$ cat config.mk
export PLATFORM = sky130hd
export DESIGN_NAME = ctl_sequencer
export DESIGN_NICKNAME = d
export VERILOG_FILES = /design/src/rtl/seqr_pkg.sv /design/src/rtl/seqr_regs.sv /design/src/rtl/seqr_alu.sv /design/src/rtl/seqr_actmap.sv /design/src/rtl/ctl_sequencer.sv
export SDC_FILE = /design/constraint.sdc
export NUM_CORES = 2
export LEC_CHECK = 0
export ABC_CLOCK_PERIOD_IN_PS = 16300
export BUFFER_PORTS_ARGS = -buffer_cell sky130_fd_sc_hd__buf_2
export CORE_UTILIZATION = 45
export CTS_BUF_LIST = sky130_fd_sc_hd__clkbuf_4 sky130_fd_sc_hd__clkbuf_8
export DETAILED_ROUTE_END_ITERATION = 8
export GPL_TIMING_DRIVEN = 0
export PLACE_DENSITY = 0.61
export SLEW_MARGIN = 20
export SYNTH_ARGS = -nofsm -noshare
export SYNTH_HDL_FRONTEND = slang
export SYNTH_SLANG_ARGS = --single-unit
$ cat constraint.sdc
create_clock -name clk -period 16.3 [get_ports clk]
set_clock_uncertainty 0.05 [all_clocks]
set_input_delay 3.26 -clock clk [delete_from_list [all_inputs] [get_ports clk]]
set_output_delay 3.26 -clock clk [all_outputs]
set_load 0.05 [all_outputs]
$ cat src/rtl/seqr_pkg.sv
package seqr_pkg;

    localparam int INSTR_W = 32;

    typedef enum logic [1:0] {
        ST_RUN,
        ST_CYC,
        ST_EVT,
        ST_HALT
    } seq_state_t;

    localparam logic [2:0] OP_HALT = 3'd0;
    localparam logic [2:0] OP_WAIT = 3'd1;
    localparam logic [2:0] OP_ACT  = 3'd2;
    localparam logic [2:0] OP_CALC = 3'd3;
    localparam logic [2:0] OP_BRN  = 3'd4;

    localparam logic [5:0] CM_ADD  = 6'd1;
    localparam logic [5:0] CM_SUB  = 6'd2;
    localparam logic [5:0] CM_SHL  = 6'd3;
    localparam logic [5:0] CM_SHR  = 6'd4;
    localparam logic [5:0] CM_MUL  = 6'd5;
    localparam logic [5:0] CM_AND  = 6'd8;
    localparam logic [5:0] CM_OR   = 6'd9;
    localparam logic [5:0] CM_INV  = 6'd10;
    localparam logic [5:0] CM_XOR  = 6'd11;
    localparam logic [5:0] CM_EQ   = 6'd17;
    localparam logic [5:0] CM_NE   = 6'd18;
    localparam logic [5:0] CM_GT   = 6'd19;
    localparam logic [5:0] CM_GE   = 6'd20;
    localparam logic [5:0] CM_LT   = 6'd21;
    localparam logic [5:0] CM_LE   = 6'd22;
    localparam logic [5:0] CM_LAND = 6'd32;
    localparam logic [5:0] CM_LOR  = 6'd33;
    localparam logic [5:0] CM_LNOT = 6'd34;

endpackage

$ cat src/rtl/seqr_regs.sv
module seqr_regs #(
    parameter int NREG   = 16,
    parameter int DATA_W = 16,
    localparam int IDX_W = $clog2(NREG)
) (
    input  logic              clk,
    input  logic              rst_n,
    input  logic              s_we,
    input  logic [IDX_W-1:0]  s_wa,
    input  logic [DATA_W-1:0] s_wd,
    input  logic              f_we,
    input  logic [IDX_W-1:0]  f_wa,
    input  logic              f_wd,
    input  logic [IDX_W-1:0]  s_ra,
    input  logic [IDX_W-1:0]  s_rb,
    input  logic [IDX_W-1:0]  f_ra,
    input  logic [IDX_W-1:0]  f_rb,
    input  logic [IDX_W-1:0]  f_rc,
    output logic [DATA_W-1:0] s_a,
    output logic [DATA_W-1:0] s_b,
    output logic              f_a,
    output logic              f_b,
    output logic              f_c
);

    logic [NREG-1:0][DATA_W-1:0] sregs;
    logic [NREG-1:0]             flags;

    always_ff @(posedge clk) begin
        if (!rst_n) begin
            sregs <= '0;
            flags <= '0;
        end else begin
            if (s_we) sregs[s_wa] <= s_wd;
            if (f_we) flags[f_wa] <= f_wd;
        end
    end

    assign s_a = sregs[s_ra];
    assign s_b = sregs[s_rb];
    assign f_a = flags[f_ra];
    assign f_b = flags[f_rb];
    assign f_c = flags[f_rc];

endmodule

$ cat src/rtl/seqr_alu.sv
module seqr_alu
    import seqr_pkg::*;
#(
    parameter int DATA_W = 16
) (
    input  logic [5:0]        mode,
    input  logic [DATA_W-1:0] a,
    input  logic [DATA_W-1:0] b,
    input  logic              fa,
    input  logic              fb,
    output logic [DATA_W-1:0] s_res,
    output logic              s_we,
    output logic              f_res,
    output logic              f_we
);

    always_comb begin
        s_res = '0;
        s_we  = 1'b0;
        f_res = 1'b0;
        f_we  = 1'b0;
        case (mode)
            CM_ADD:  begin s_res = a + b;  s_we = 1'b1; end
            CM_SUB:  begin s_res = a - b;  s_we = 1'b1; end
            CM_SHL:  begin s_res = a << b; s_we = 1'b1; end
            CM_SHR:  begin s_res = a >> b; s_we = 1'b1; end
            CM_MUL:  begin s_res = a * b;  s_we = 1'b1; end
            CM_AND:  begin s_res = a & b;  s_we = 1'b1; end
            CM_OR:   begin s_res = a | b;  s_we = 1'b1; end
            CM_INV:  begin s_res = ~a;     s_we = 1'b1; end
            CM_XOR:  begin s_res = a ^ b;  s_we = 1'b1; end
            CM_EQ:   begin f_res = (a == b); f_we = 1'b1; end
            CM_NE:   begin f_res = (a != b); f_we = 1'b1; end
            CM_GT:   begin f_res = (a >  b); f_we = 1'b1; end
            CM_GE:   begin f_res = (a >= b); f_we = 1'b1; end
            CM_LT:   begin f_res = (a <  b); f_we = 1'b1; end
            CM_LE:   begin f_res = (a <= b); f_we = 1'b1; end
            CM_LAND: begin f_res = fa && fb; f_we = 1'b1; end
            CM_LOR:  begin f_res = fa || fb; f_we = 1'b1; end
            CM_LNOT: begin f_res = !fa;      f_we = 1'b1; end
            default: ;
        endcase
    end

endmodule

$ cat src/rtl/seqr_actmap.sv
module seqr_actmap #(
    parameter int NSLOT = 16,
    parameter int PPS   = 4,
    localparam int MASK_W = NSLOT * PPS
) (
    input  logic [NSLOT-1:0]  slots,
    input  logic [3:0]        mode,
    input  logic [7:0]        param,
    output logic              ok,
    output logic [MASK_W-1:0] mask
);

    logic [MASK_W-1:0] span_mask;
    logic [MASK_W-1:0] port_mask;

    assign span_mask = MASK_W'(slots) << param;

    for (genvar s = 0; s < NSLOT; s++) begin : g_slot
        for (genvar p = 0; p < PPS; p++) begin : g_port
            assign port_mask[s*PPS + p] = slots[s] && (param == 8'(p));
        end
    end

    always_comb begin
        ok   = 1'b0;
        mask = '0;
        case (mode)
            4'd0: begin ok = 1'b1; mask = span_mask; end
            4'd1: begin ok = 1'b1; mask = port_mask; end
            default: ;
        endcase
    end

endmodule

$ cat src/rtl/ctl_sequencer.sv
module ctl_sequencer
    import seqr_pkg::*;
#(
    parameter int PC_W   = 8,
    parameter int DATA_W = 16,
    parameter int PPS    = 4,
    localparam int MASK_W = 16 * PPS,
    localparam int EVT_W  = 27
) (
    input  logic              clk,
    input  logic              rst_n,
    output logic [PC_W-1:0]   imem_addr,
    input  logic [31:0]       imem_data,
    input  logic [EVT_W-1:0]  evt_in,
    output logic              disp_valid,
    output logic [3:0]        disp_slot,
    output logic [31:0]       disp_word,
    output logic              act_valid,
    output logic [MASK_W-1:0] act_mask,
    output logic              halted
);

    localparam int NREG = 16;
    localparam int OFF_W = 9;

    seq_state_t      state_q, state_d;
    logic [PC_W-1:0] pc_q, pc_d;
    logic [EVT_W-1:0] wcnt_q, wcnt_d;
    logic [EVT_W-1:0] emask_q, emask_d;

    // field decode
    logic       is_res;
    logic [2:0] opc;
    logic       run_now, ctl_go;
    logic       wait_evt;
    logic [EVT_W-1:0] wait_arg;
    logic [5:0] c_mode;
    logic [3:0] c_ra, c_rd;
    logic       c_sel;
    logic [7:0] c_opb;
    logic [3:0] b_flag;
    logic signed [OFF_W-1:0] b_true, b_false, b_off;

    assign is_res   = imem_data[31];
    assign opc      = imem_data[30:28];
    assign run_now  = (state_q == ST_RUN);
    assign ctl_go   = run_now && !is_res;
    assign wait_evt = imem_data[27];
    assign wait_arg = imem_data[26:0];
    assign c_mode   = imem_data[27:22];
    assign c_ra     = imem_data[21:18];
    assign c_sel    = imem_data[17];
    assign c_opb    = imem_data[16:9];
    assign c_rd     = imem_data[8:5];
    assign b_flag   = imem_data[27:24];
    assign b_true   = imem_data[23:15];
    assign b_false  = imem_data[14:6];

    // register files and ALU
    logic [DATA_W-1:0] s_a, s_b, alu_b, alu_s;
    logic f_a, f_b, f_c, alu_fb, alu_f;
    logic alu_swe, alu_fwe, calc_go;

    assign calc_go = ctl_go && (opc == OP_CALC);
    assign alu_b   = c_sel ? s_b : DATA_W'(c_opb);
    assign alu_fb  = c_sel ? f_b : c_opb[0];

    seqr_regs #(.NREG(NREG), .DATA_W(DATA_W)) u_regs (
        .clk  (clk),
        .rst_n(rst_n),
        .s_we (calc_go && alu_swe),
        .s_wa (c_rd),
        .s_wd (alu_s),
        .f_we (calc_go && alu_fwe),
        .f_wa (c_rd),
        .f_wd (alu_f),
        .s_ra (c_ra),
        .s_rb (c_opb[3:0]),
        .f_ra (c_ra),
        .f_rb (c_opb[3:0]),
        .f_rc (b_flag),
        .s_a  (s_a),
        .s_b  (s_b),
        .f_a  (f_a),
        .f_b  (f_b),
        .f_c  (f_c)
    );

    seqr_alu #(.DATA_W(DATA_W)) u_alu (
        .mode (c_mode),
        .a    (s_a),
        .b    (alu_b),
        .fa   (f_a),
        .fb   (alu_fb),
        .s_res(alu_s),
        .s_we (alu_swe),
        .f_res(alu_f),
        .f_we (alu_fwe)
    );

    // activation map
    logic              act_ok;
    logic [MASK_W-1:0] act_map;

    seqr_actmap #(.NSLOT(16), .PPS(PPS)) u_act (
        .slots(imem_data[27:12]),
        .mode (imem_data[11:8]),
        .param(imem_data[7:0]),
        .ok   (act_ok),
        .mask (act_map)
    );

    assign b_off = f_c ? b_true : b_false;

    // next state
    always_comb begin
        state_d = state_q;
        pc_d    = pc_q;
        wcnt_d  = wcnt_q;
        emask_d = emask_q;
        unique case (state_q)
            ST_RUN: begin
                if (is_res) begin
                    pc_d = pc_q + PC_W'(1);
                end else begin
                    case (opc)
                        OP_HALT: state_d = ST_HALT;
                        OP_WAIT: begin
                            pc_d = pc_q + PC_W'(1);
                            if (wait_evt) begin
                                emask_d = wait_arg;
                                state_d = ST_EVT;
                            end else if (wait_arg != '0) begin
                                wcnt_d  = wait_arg;
                                state_d = ST_CYC;
                            end
                        end
                        OP_BRN:  pc_d = pc_q + PC_W'(b_off);
                        default: pc_d = pc_q + PC_W'(1);
                    endcase
                end
            end
            ST_CYC: begin
                if (wcnt_q == EVT_W'(1)) state_d = ST_RUN;
                else                     wcnt_d  = wcnt_q - EVT_W'(1);
            end
            ST_EVT: begin
                if ((evt_in & emask_q) != '0) state_d = ST_RUN;
            end
            ST_HALT: ;
        endcase
    end

    // state register
    always_ff @(posedge clk) begin
        if (!rst_n) begin
            state_q <= ST_RUN;
            pc_q    <= '0;
            wcnt_q  <= '0;
            emask_q <= '0;
        end else begin
            state_q <= state_d;
            pc_q    <= pc_d;
            wcnt_q  <= wcnt_d;
            emask_q <= emask_d;
        end
    end

    // registered outputs
    always_ff @(posedge clk) begin
        if (!rst_n) begin
            disp_valid <= 1'b0;
            disp_slot  <= '0;
            disp_word  <= '0;
            act_valid  <= 1'b0;
            act_mask   <= '0;
        end else begin
            disp_valid <= run_now && is_res;
            disp_slot  <= imem_data[27:24];
            disp_word  <= imem_data;
            act_valid  <= ctl_go && (opc == OP_ACT) && act_ok;
            act_mask   <= act_map;
        end
    end

    assign imem_addr = pc_q;
    assign halted    = (state_q == ST_HALT);

endmodule

# [Word-level counts from Yosys, hierarchy flattened]
# Index checks and enable logic that the tools add are counted.
[totals] regBits=438 input_bits=61
[classes] n_addsub=5 n_mul=1 order_cmp=9 n_eq_ne=42 n_shift=3 n_mux=40 bitwise_logic=6 reduce_logical=91
[op_table] cell="256-bit bitwise mux" n=1
[op_table] cell="16-bit one-hot mux with 9 select lines" n=1
[op_table] cell="27-bit two-way mux" n=5
[op_table] cell="16-bit binary-select mux with 4-bit select" n=2
[op_table] cell="64-bit one-hot mux with 2 select lines" n=1
[op_table] cell="1-bit logical AND" n=73
[op_table] cell="16-bit demux with 4-bit select" n=1
[op_table] cell="16-bit two-way mux" n=4
[op_table] cell="16-bit by 8-bit << shifter with 64-bit output" n=1
[op_table] cell="27-bit one-hot mux with 2 select lines" n=1
[op_table] cell="27-bit nonzero test" n=2
[op_table] cell="6-bit by 5-bit == test with 1-bit output (second input constant)" n=6
[op_table] cell="27-bit bitwise AND" n=1
[op_table] cell="27-bit by 1-bit == test with 1-bit output (second input constant)" n=1
[op_table] cell="27-bit by 1-bit subtractor with 27-bit output (second input constant)" n=1
[op_table] cell="6-bit by 4-bit == test with 1-bit output (second input constant)" n=4
[op_table] cell="4-bit by 5-bit < comparator with 1-bit output (second input constant)" n=4
[op_table] cell="6-bit == test (second input constant)" n=3
[op_table] cell="9-bit OR reduction" n=2
[op_table] cell="16-bit adder" n=1
[op_table] cell="16-bit bitwise AND" n=1
[op_table] cell="16-bit bitwise mux" n=1
[op_table] cell="16-bit == test" n=1
[op_table] cell="8-bit by 2-bit == test with 1-bit output (second input constant)" n=2
[op_table] cell="other kinds (51)" n=77

# [Longest topological paths before layout]
[logic_depth] depth_word=6 mapped_depth=35

# [By module]
# From an unflattened synthesis, not the netlist that was laid out.
[hier_totals] hier_cells=3772 hier_area_um2=31457.7
[modules_own_cells] module="seqr_regs" n_inst=1 cells_per_inst=1591 area_each_um2=14755.4
[modules_own_cells] module="seqr_alu" n_inst=1 cells_per_inst=1085 area_each_um2=7647.3
[modules_own_cells] module="ctl_sequencer" n_inst=1 cells_per_inst=761 area_each_um2=6751.5
[modules_own_cells] module="seqr_actmap" n_inst=1 cells_per_inst=335 area_each_um2=2303.5

# [Worst setup path before layout]
# OpenSTA, ideal clock, no wires.
[synth_path] kind="input -> register" from="input port imem_data[9]" to="register u_regs.sregs[13] in the netlist's numbering" setup_ns=0.116 arrival_time_ns=10.330 path_slack_ns=5.803 cell_stages=30 n_path_buf=8 path_cell_list="buf_6 > buf_12 > buf_8 > buf_8 > buf_12 > mux4_2 > o221ai_1 > o21a_1 > buf_1 > buf_2 > nor2_1 > fa_1 > inv_1 > fa_1 > fa_1 > fa_1 > inv_1 > fa_1 > inv_1 > fa_1 > inv_1 > ha_1 > and2_1 > a22o_1 > a311oi_1 > xor2_1 > o22ai_1 > a211o_2 > buf_4 > o211a_1"
[synth_between] elab_chain_len=6
[synth_rtl] element="start: declaration" line_no="ctl_sequencer.sv:13" source="input logic [31:0] imem_data,"
[synth_rtl] element="16-bit binary-select mux with 4-bit select" line_no="seqr_regs.sv:40" source="assign s_b = sregs[s_rb];"
[synth_rtl] element="16-bit two-way mux (implied by the code)" line_no="seqr_regs.sv:40"
[synth_rtl] element="16-bit two-way mux *" line_no="ctl_sequencer.sv:65" source="assign alu_b = c_sel ? s_b : DATA_W'(c_opb);"
[synth_rtl] element="16-bit by 16-bit multiplier with 16-bit output (tied with other cells)" line_no="seqr_alu.sv:27" source="CM_MUL: begin s_res = a * b; s_we = 1'b1; end"
[synth_rtl] element="16-bit one-hot mux with 9 select lines *" line_no="seqr_alu.sv:22" source="case (mode)"
[synth_rtl] element="256-bit bitwise mux *" line_no="seqr_regs.sv:34" source="if (s_we) sregs[s_wa] <= s_wd;"
[synth_rtl] element="end signal: indexed assignment" line_no="seqr_regs.sv:34"
[synth_rtl] element="end: declaration" line_no="seqr_regs.sv:26" source="logic [NREG-1:0][DATA_W-1:0] sregs;"
# Mark *: on every way between the ends. The rest lies on a longest branch, timed or not. The select of a mux whose other input is x is not followed.
# A chain may end at the register's enable or synchronous reset.

# [Final worst setup path]
[layout_path] from="input port imem_data[19]" to="register u_regs.sregs[255] in the netlist's numbering"
[layout_between] elab_chain_len=5
[layout_rtl] element="16-bit binary-select mux with 4-bit select *" line_no="seqr_regs.sv:39" source="assign s_a = sregs[s_ra];"
[layout_rtl] element="16-bit two-way mux (implied by the code) *" line_no="seqr_regs.sv:39"
[layout_rtl] element="16-bit by 16-bit multiplier with 16-bit output (tied with other cells)" line_no="seqr_alu.sv:27"
[layout_rtl] element="16-bit one-hot mux with 9 select lines *" line_no="seqr_alu.sv:22"
[layout_rtl] element="256-bit bitwise mux *" line_no="seqr_regs.sv:34"
# Marked as above.

==> results.cfg <==
[pwr]
leakage_nw = 13.5
power_density_nw_per_um2 = 84.5
finalPower_mw = 2.87
vdd_drop_max_uv = 65.1

[sta]
whs_ns = 0.411
fin_crit_ns = 12.77
tightestPinTransition_ns = 1.17
hold_viol = 0
rsz0062_at_grt = no
setup_tns_ns = 0
period_share_pct = 78.3
slew_violations = 0
timing.slew.headroom_pct = 22.2
finalSetupViolCount = 0
fmax_ghz = 0.0783

[finish]
drive_above_1_share_pct = 16.0
fin_area_um2 = 33900
final_common_cell = nor2_1
layout.cells.most_common_list = nor2_1 (481), dfxtp_1 (434), nand2_1 (298)
areaGrowthSynthToFinish_pct = 12.0
fin_nets = 3961
fillers = 6445
multi_input_area_um2 = 19500
register_area_um2 = 8690

[synth]
synth-seq-area-share_pct = 28.7
synth_cells = 3471
synth-edff-count = 0
synth_compound_gate_area_share_pct = 19.5
synth_fp_nets = 3726
synth_top_family_by_area = compound AO/OA/AOI/OAI gates
avgSynthCellArea_um2 = 8.73
synth_xor_area_share_pct = 1.56
synth_cell_types = 96
synth_flop_cell = dfxtp_1
yosysWarnings = 0
netlist_area_um2 = 30300
synth_simple_gate_area_share_pct = 16.2
ys_seq_elements = 434
synthMuxAreaShare_pct = 16.9
synthAdderAreaFrac_pct = 10.1
async_reset_ff_share_pct = 0

[drt]
dr.pass1.iters = 9
drt_drc_violations_left = 1
via_per_inst = 6.36
postRouteAntennaNets = 0
routed_wl_um = 126000
via_count = 29500
wire_per_inst_um = 27.2
drt_iter0_drc = 3840

[critical_path]
worst-setup-path-type = input pin to flop
timing.rr.start = u_regs.sregs[87]
worst_ep_arrival_time_ns = 13.27
rrSetupSlack_ns = 6.85
reg2reg_to = u_regs.sregs[255]
crit_fanout = 11
reg2regPathDepth = 26
cp.required_ns = 16.80
setup.worst_path.start_class = input pin
endpoint_kind = flop

[clock_tree]
clk_latency_ns = 0.75
cts_buffers = 76
cts_root_buffer = clkbuf_8
post_cts.resized_instances = 0
cts_sinks = 434
clkTransAtPathRegs_ns = 0.06
clockBufferDepth = 3
cts_max_level = 3
postCtsSetupBuffers = 0
cts_tree = yes
hold_buffers = 0

[die]
io_pins = 172
die_h_um = 262
start_util_pct = 45.8
core-area_um2 = 66200
rows = 94
dieArea_um2 = 68400
die_x_um = 262

[min_path]
hold_path_end = emask_q[20]
min_path_type = flop to flop
min_path_cells = 2
min_from = emask_q[20]

[grt]
antenna_found_initial = 4
grt_use_total_pct = 36.1
first_global_vias = 27200
grt-ovfl-total = 0
grt_start_max_net_pins = 15
grt_pass1_wl_um = 182000

[status]
outcome = finished with violations
violations = design-rule violations

[placed_design]
place_congestion = 1.01
dp_hpwl_um = 93400
io_buffers = 156
place_area_um2 = 32200

[run]
maxCapViolCount = 0
sequential cells by signal, indices dropped and copies added (netlist names):
| register | count |
|---|---|
| disp_valid | 1 |
| emask_q | 27 |
| imem_addr | 8 |
| u_regs.sregs | 256 |
| act_mask | 64 |
| act_valid | 1 |
| u_regs.flags | 16 |
| state_q | 2 |
| disp_slot | 3 |
| wcnt_q | 27 |
| disp_word | 29 |
cells in the mapped netlist, types with 11 or more instances:
cell,count,area (µm²)
a211oi_1,106,796
a41oi_1,19,166
o21a_1,11,82.6
nand3_1,45,225
a21o_1,22,165
buf_1,17,63.8
o211a_1,31,310
ha_1,111,1390
mux4_1,21,552
fa_1,83,1660
inv_1,188,706
mux2_2,29,327
dfxtp_1,434,8690
mux2i_1,114,1140
o21ai_0,168,841
clkbuf_1,198,743
or3_1,13,81.3
a32oi_1,44,385
and3_1,15,93.8
buf_2,46,230
nor4_1,14,87.6
a31oi_1,23,144
mux4_2,136,3060
nor2b_1,21,131
a211oi_2,11,138
nand2_1,298,1120
o211ai_1,12,90.1
nor2_1,481,1810
o21bai_1,12,90.1
a22o_1,11,96.3
and2_1,38,238
nand4_1,16,100
a21oi_1,251,1260
nor3_1,74,370
o22ai_1,35,219
buf_4,21,158
a22oi_1,34,255
a221oi_1,12,105
xnor2_1,39,342
nand2b_1,59,369
metrics by stage:
stage          worst slack [ns]  instances  util, %
2_1_floorplan              5.80       3471        -
4_1_cts                    3.86       4628     51.2
6_report                   3.53       4631     51.2
5_1_grt                    3.39       4630     51.2
3_5_place_dp               3.14       4492     48.6
3_3_place_gp               2.69       4491     48.6
critical path, cell delays in order:
cell and delay [ns]:
buf_2 0.33, buf_2 0.46, buf_2 0.49, mux4_2 0.29, mux2i_1 0.11, mux2i_1 0.55, clkbuf_1 0.81, inv_1 0.27
nor2_1 0.24, fa_1 0.43, inv_1 0.08, fa_1 0.45, fa_1 0.51, fa_1 0.58, fa_1 0.43, fa_1 0.42
xor2_1 0.17, xnor2_1 0.21, xnor2_1 0.11, xnor2_1 0.41, xnor2_1 0.20, xnor3_1 0.35, xnor2_1 0.30, xnor2_1 0.24
xnor2_1 0.21, a211oi_2 0.92, buf_6 0.29, a211oi_2 0.08
power by group:
group | leakage [nW] | internal (mW) | switching [mW]
Clock | 0.896 | 0.619 | 0.506
Sequential | 3.51 | 1.09 | 0.0326
Combinational | 9.12 | 0.187 | 0.427
Total | 13.5 | 1.90 | 0.966
logic make-up (layout without fill, tap and decap cells):
kind of cell    count (synthesis)  count (layout)
other cells                     0               3
mux                           302             302
flops                         434             434
buf+inv                       501             794
compound gates                880             880
simple gates                 1108            1108
xor+xnor                       51              51
fa+ha+maj                     195             195
worst max path at each step:
| stage | startpoint | endpoint | slack, ns | cells past startpoint |
|---|---|---|---|---|
| 2_1_floorplan | imem_data[9] | u_regs.sregs[13] | 5.80 | 30 |
| 3_3_place_gp | imem_data[20] | u_regs.sregs[255] | 2.69 | 27 |
| 3_5_place_dp | imem_data[19] | u_regs.sregs[255] | 3.14 | 28 |
| 4_1_cts | imem_data[19] | u_regs.sregs[255] | 3.86 | 28 |
| 5_1_grt | imem_data[19] | u_regs.sregs[255] | 3.39 | 28 |
| 6_report | imem_data[19] | u_regs.sregs[255] | 3.53 | 28 |
final cells by class:
cell class	count	share of cell area, %
Antenna cell	3	0.0221
Buffer	298	4.15
Clock buffer	117	4.32
Clock inverter	19	0.682
Inverter	203	2.25
Multi-Input combinational cell	2536	57.5
Sequential cell	434	25.6
Tap cell	864	3.19
Timing Repair Buffer	157	2.32
routing by layer:
| metal | up-vias | track usage, % | part of all wire, % |
|---|---|---|---|
| li1 | 12900 | - | - |
| met1 | 14300 | 49.1 | 40 |
| met2 | 1896 | 54.5 | 44 |
| met3 | 363 | 7.06 | 10 |
| met4 | 0 | 18.5 | 5.4 |
| met5 | - | 0 | 0 |
Power figures use the tool's default switching activity.
